===== config.mk =====
export PLATFORM = sky130hd
export DESIGN_NAME = ws_mac_grid
export DESIGN_NICKNAME = d
export VERILOG_FILES = /design/src/rtl/ws_mac_grid.sv
export SDC_FILE = /design/constraint.sdc
export NUM_CORES = 2
export LEC_CHECK = 0
export ABC_AREA = 0
export BUFFER_PORTS_ARGS = -buffer_cell sky130_fd_sc_hd__buf_2
export CAP_MARGIN = 0
export CORE_ASPECT_RATIO = 1.5
export CORE_MARGIN = 2
export CORE_UTILIZATION = 45
export DETAILED_ROUTE_END_ITERATION = 10
export GPL_TIMING_DRIVEN = 0
export SYNTH_ARGS = -nofsm -noshare
export SYNTH_HDL_FRONTEND = slang
export SYNTH_SLANG_ARGS = --single-unit

===== constraint.sdc =====
create_clock -name clk -period 7.6 [get_ports clk]
set_input_delay 0.38 -clock clk [delete_from_list [all_inputs] [get_ports clk]]
set_output_delay 0.38 -clock clk [all_outputs]
set_load 0.05 [all_outputs]

===== src/rtl/ws_mac_grid.sv =====
module ws_mac_grid #(
  parameter int ROWS = 4,
  parameter int COLS = 4,
  parameter int AW   = 8,
  parameter int PW   = 32
) (
  input  logic                 clk,
  input  logic                 rst_n,
  input  logic                 wt_load,
  input  logic [COLS*AW-1:0]   wt_in,
  input  logic                 act_valid,
  input  logic [ROWS*AW-1:0]   act_in,
  output logic [COLS-1:0]      out_valid,
  output logic [COLS*PW-1:0]   out_sum
);

  logic signed [AW-1:0] wq   [ROWS][COLS];
  logic signed [PW-1:0] ps   [ROWS][COLS];
  logic signed [AW-1:0] arow [ROWS];
  logic [ROWS-1:0]      vin;
  logic [ROWS-1:0]      vld_q;
  logic [ROWS*COLS*AW-1:0] wt_flat;

  assign vin[0] = act_valid & ~wt_load;

  always_ff @(posedge clk) begin
    if (!rst_n) vld_q <= '0;
    else        vld_q <= vin;
  end

  for (genvar r = 0; r < ROWS; r++) begin : g_row
    if (r == 0) begin : g_top
      assign arow[0] = act_in[0 +: AW];
    end else begin : g_skew
      logic signed [AW-1:0] dl [r];
      assign vin[r]  = vld_q[r-1];
      assign arow[r] = dl[r-1];
      always_ff @(posedge clk) begin
        if (!rst_n) begin
          for (int k = 0; k < r; k++) dl[k] <= '0;
        end else begin
          dl[0] <= act_in[r*AW +: AW];
          for (int k = 1; k < r; k++) dl[k] <= dl[k-1];
        end
      end
    end

    for (genvar c = 0; c < COLS; c++) begin : g_col
      logic signed [PW-1:0] above;
      logic signed [PW-1:0] prod;

      if (r == 0) begin : g_w0
        assign above = '0;
        always_ff @(posedge clk) begin
          if (!rst_n)       wq[0][c] <= '0;
          else if (wt_load) wq[0][c] <= wt_in[c*AW +: AW];
        end
      end else begin : g_wn
        assign above = ps[r-1][c];
        always_ff @(posedge clk) begin
          if (!rst_n)       wq[r][c] <= '0;
          else if (wt_load) wq[r][c] <= wq[r-1][c];
        end
      end

      assign prod = PW'(wq[r][c]) * PW'(arow[r]);

      always_ff @(posedge clk) begin
        if (!rst_n)      ps[r][c] <= '0;
        else if (vin[r]) ps[r][c] <= above + prod;
      end

      assign wt_flat[(r*COLS+c)*AW +: AW] = wq[r][c];
    end
  end

  for (genvar c = 0; c < COLS; c++) begin : g_out
    assign out_sum[c*PW +: PW] = ps[ROWS-1][c];
  end

  assign out_valid = {COLS{vld_q[ROWS-1]}};

endmodule


==> summary.md <==
| Metric | Value |
|---|---|
| Run status | `finished, final reports clean` |
| Area contributors post-synth | `fa_1 (37%), edfxtp_1 (20%), ha_1 (12%)` |
| Yosys warns | `0` |
| Req. time, crit path | `about 8000 ps` |
| Routed WL per cell | `slightly below 20 um` |
| Synth cell count leaders | `fa_1 (1628), inv_1 (1478), ha_1 (856)` |
| Register Area | `18300 um^2` |
| Final cell area excluding filler cells | `94900 um^2` |
| Die Span Y | `543 um` |
| Largest net degree at the start of global routing | `between 70 and 80` |
| RSZ-0062 raised after global routing | `false` |
| Synth Area in Compound Gates | `approximately 6.4%` |
| DR vias | `56479` |
| Post-synth EDFFs | `576` |
| Die W | `roughly 360 um` |
| Crit. End Element | `flip-flop` |
| CTS tree | `built` |
| Main combinational cell family by area after synthesis | `adder cells` |
| CP max stage delay | `about 700 ps` |
| Post-synthesis simple-gate area fraction | `between 10% and 20%` |
| Clk buf depth | `3` |
| Switch Pwr | `around 6.6 mW` |
| Cells on worst reg2reg path | `18` |
| Synth Instances | `slightly above 8000` |
| Number of DRC markers after the initial detailed-route iteration | `roughly 2900` |
| Sw frac | `just over 40%` |
| Critical path class | `flip-flop to flip-flop` |
| GP Congestion | `between 0.9 and 1` |
| Combinational Power Share | `roughly 50%` |
| H-tree depth | `3` |
| Synth top area share | `37.3%` |
| Clk_lat worst skew | `~700 ps` |
| Worst hold slack | `53.8 ps` |
| Hold Path Class | `primary input to flip-flop` |
| FILL cells | `around 18000` |
| Tmin final | `slightly above 7000 ps` |
| Fmax | `~140 MHz` |
| CP most frequent cell | `fa_1` |
| RR Endpoint | `ps[3][29]$_SDFFCE_PN0P_` |
| Post-layout util | `49.0%` |
| Synth Area in Adders | `between 40% and 50%` |
| Final non-filler cell total | `11057` |
| Most frequent cell after synthesis | `fa_1` |
| Final hold violation count | `0` |
| Worst-path clk slew | `approximately 60 ps` |
| Root buf cell | `clkbuf_16` |
| Area of the multi-input gates | `around 63000 um^2` |
| Max_cap viols | `0` |
| CP Launch Type | `flip-flop` |
| Initial Util | `approximately 45%` |
| Antenna violations before repair | `6` |
| Placed instance count | `between 10000 and 15000` |
| Hold_sp | `wt_in[8]` |
| Multiplexer share of the synthesized area | `less than 1%` |
| Routed vias/inst | `between 5 and 6` |
| Final Max Slew Viols | `0` |
| Sequential share of power | `a little over a quarter` |
| Internal power | `9.52 mW` |
| XOR/XNOR Fraction of Synth Area | `approximately 2.7%` |
| Share of cells above drive strength 1 | `between 5 and 6%` |
| Core box area | `approximately 190000 um^2` |
| Clk pwr share | `a little under a quarter` |
| VDD IR max | `0.189 mV` |
| Slew margin rel. | `9.27%` |
| PD cells | `~170 nW/um^2` |
| Worst Path Max Fanout | `14` |
| Slowest-stage cell, CP | `fa_1` |
| Final HPWL DP | `between 150000 and 200000 um` |
| Final setup viols | `0` |
| Grt ovf | `0` |
| Dominant synthesized flop cell | `edfxtp_1` |
| R2r startpoint | `g_row[3].g_skew.dl[0][18]$_SDFF_PN0_` |
| Final net count | `about 11000` |
| Post-DRT Antenna Nets | `0` |
| Die ar. | `198000 um^2` |
| Post-route DRC | `0` |
| Cell Chain, Critical Path | `clkbuf_2, nand2_1, fa_1, inv_1, fa_1, fa_1, fa_1, ha_1, ha_1, a21o_1, a211oi_1, o2111ai_1, a31oi_1, o21ai_1, o41ai_1, o21bai_1, xnor2_1, nor2_1` |
| CTS sink cnt | `628` |
| Mean Syn Cell Area | `around 11 um^2` |
| R2R setup slack | `370 ps` |
| P&R area growth vs syn | `8.67%` |
| Rows | `slightly below 200` |
| Cell area after synthesis | `87300 um^2` |
| Final Skew | `53.7 ps` |
| Synth async-reset ratio | `0%` |
| First-pass GRT wire length | `between 300000 and 400000 um` |
| CP Data Arrival Time | `~7600 ps` |
| Cell taking the most area after synthesis | `fa_1` |
| CTS buffer count | `a little under 70` |
| Ports | `200` |
| Overall Global Routing Usage | `roughly 23%` |
| Vias in the first global route | `between 60000 and 70000` |
| Pre-antenna DRT Iters | `5` |
| Area after DPL | `91800 um^2` |
| Yosys reg bits | `~630` |
| Final wirelength | `between 200000 and 250000 um` |
| Fraction of the yosys area taken by sequential cells | `between 20% and 30%` |
| Slew @ Worst Pin | `~1400 ps` |
| I/O Buffers | `just under 200` |
| Cell variety after synth | `98` |
| Leakage power | `between 40 and 50 nW` |
| Tcrit/Tclk final | `around 95%` |
| Setup crit start | `g_row[3].g_skew.dl[0][18]$_SDFF_PN0_` |
| Syn_nets | `between 10000 and 15000` |
| Worst setup endpoint | `ps[3][29]$_SDFFCE_PN0P_` |
[per-stage QoR]
stage                     TNS (ps)  total power, mW  setup slack (ps)
after floorplan                  0             10.6              1280
after CTS                        0             16.3              17.0
final                            0             16.1               372
after global placement      -76470             12.4             -1200
after detailed placement      -422             12.5              -206
after global routing             0             17.5              70.7
[worst min path at each step]
stage,to,depth (start not counted)
final,wq[0][16]$_SDFFCE_PN0P_,2
after global routing,wq[0][16]$_SDFFCE_PN0P_,2
after CTS,wq[0][16]$_SDFFCE_PN0P_,2
after detailed placement,g_row[3].g_skew.dl[0][8]$_SDFF_PN0_,1
after global placement,g_row[3].g_skew.dl[0][16]$_SDFF_PN0_,1
after floorplan,g_row[2].g_skew.dl[0][10]$_SDFF_PN0_,1
[registers in the layout, indices dropped and copies added (netlist names)]
register / count
g_row.g_skew.dl: 48
ps: 448
vld_q: 4
wq: 128
[placed cells by master (no fill, tap or decap), drive strengths merged, types with 12 or more instances in the layout]
cell and n:
fa 1628, inv 1493, ha 856, and2 613, edfxtp 576, nand2 484
nor2 380, clkbuf 285, a21oi 239, and3 228, buf 226, xnor2 175
o21ai 138, nor3 109, a21o 104, xor2 96, nand2b 76, nor2b 66
o21a 60, dlygate4sd3 55, dfxtp 52, nand3 51, o21bai 37, a31oi 37
a211oi 35, nand4 28, or3 23, o211ai 21, o31ai 21, nor3b 18
a211o 18, clkinv 17, a21boi 16, nor4 15, a2111oi 15, or2 13
a32o 12
[kinds of logic (layout without fill, tap and decap cells)]
family / Yosys count / count (layout)
adder cells (fa/ha/maj): 2484 / 2484
AND/OR/NAND/NOR: 2137 / 2137
buffers and inverters: 1696 / 2091
AO/OA/AOI/OAI: 828 / 828
flip-flops: 628 / 628
XOR/XNOR: 271 / 271
multiplexers: 15 / 15
other: 0 / 3
[power by group through the flow]
stage	sequential, mW	clock (mW)	combinational, mW
after floorplan	4.43	0	6.16
after global placement	4.44	0	7.93
after detailed placement	4.41	0	8.08
after CTS	4.34	3.72	8.20
after global routing	4.37	3.82	9.32
final	4.34	3.63	8.11
[worst max-delay path, delay by kind of cell, from the launching register on]
| family | cells | cell delay, ps |
|---|---|---|
| adder cells (fa/ha/maj) | 6 | 2840 |
| AO/OA/AOI/OAI | 7 | 2010 |
| buffers and inverters | 2 | 1090 |
| flip-flops | 1 | 560 |
| AND/OR/NAND/NOR | 2 | 290 |
| XOR/XNOR | 1 | 170 |
[cell type report]
| class | instances | share of cell area, % |
|---|---|---|
| plain buffers | 214 | 0.884 |
| clock buffers | 84 | 2.02 |
| flip-flops and latches | 628 | 19.3 |
| diodes | 3 | 0.00791 |
| inverters | 1482 | 5.87 |
| well taps | 2600 | 3.43 |
| multi-input cells | 5735 | 66.0 |
| repair buffers | 268 | 1.91 |
| clock inverters | 43 | 0.520 |
[per-layer routing]
layer / track usage (%) / share of wire (%) / vias up
met5: 0 / 0 / -
met4: 11.7 / 6.3 / 0
met3: 1.84 / 3.4 / 386
met2: 41.2 / 51 / 1118
met1: 26.5 / 39 / 28467
li1: - / - / 26508
[what timing repair did]
item                                    in CTS  in global routing
hold buffers                                55                  0
hold endpoints to repair                    55                  0
gates resized for setup                      4                 29
setup buffers                                0                  4
endpoints found under the setup margin      10                 20
Note: power is estimated with default switching activity, not from simulation.
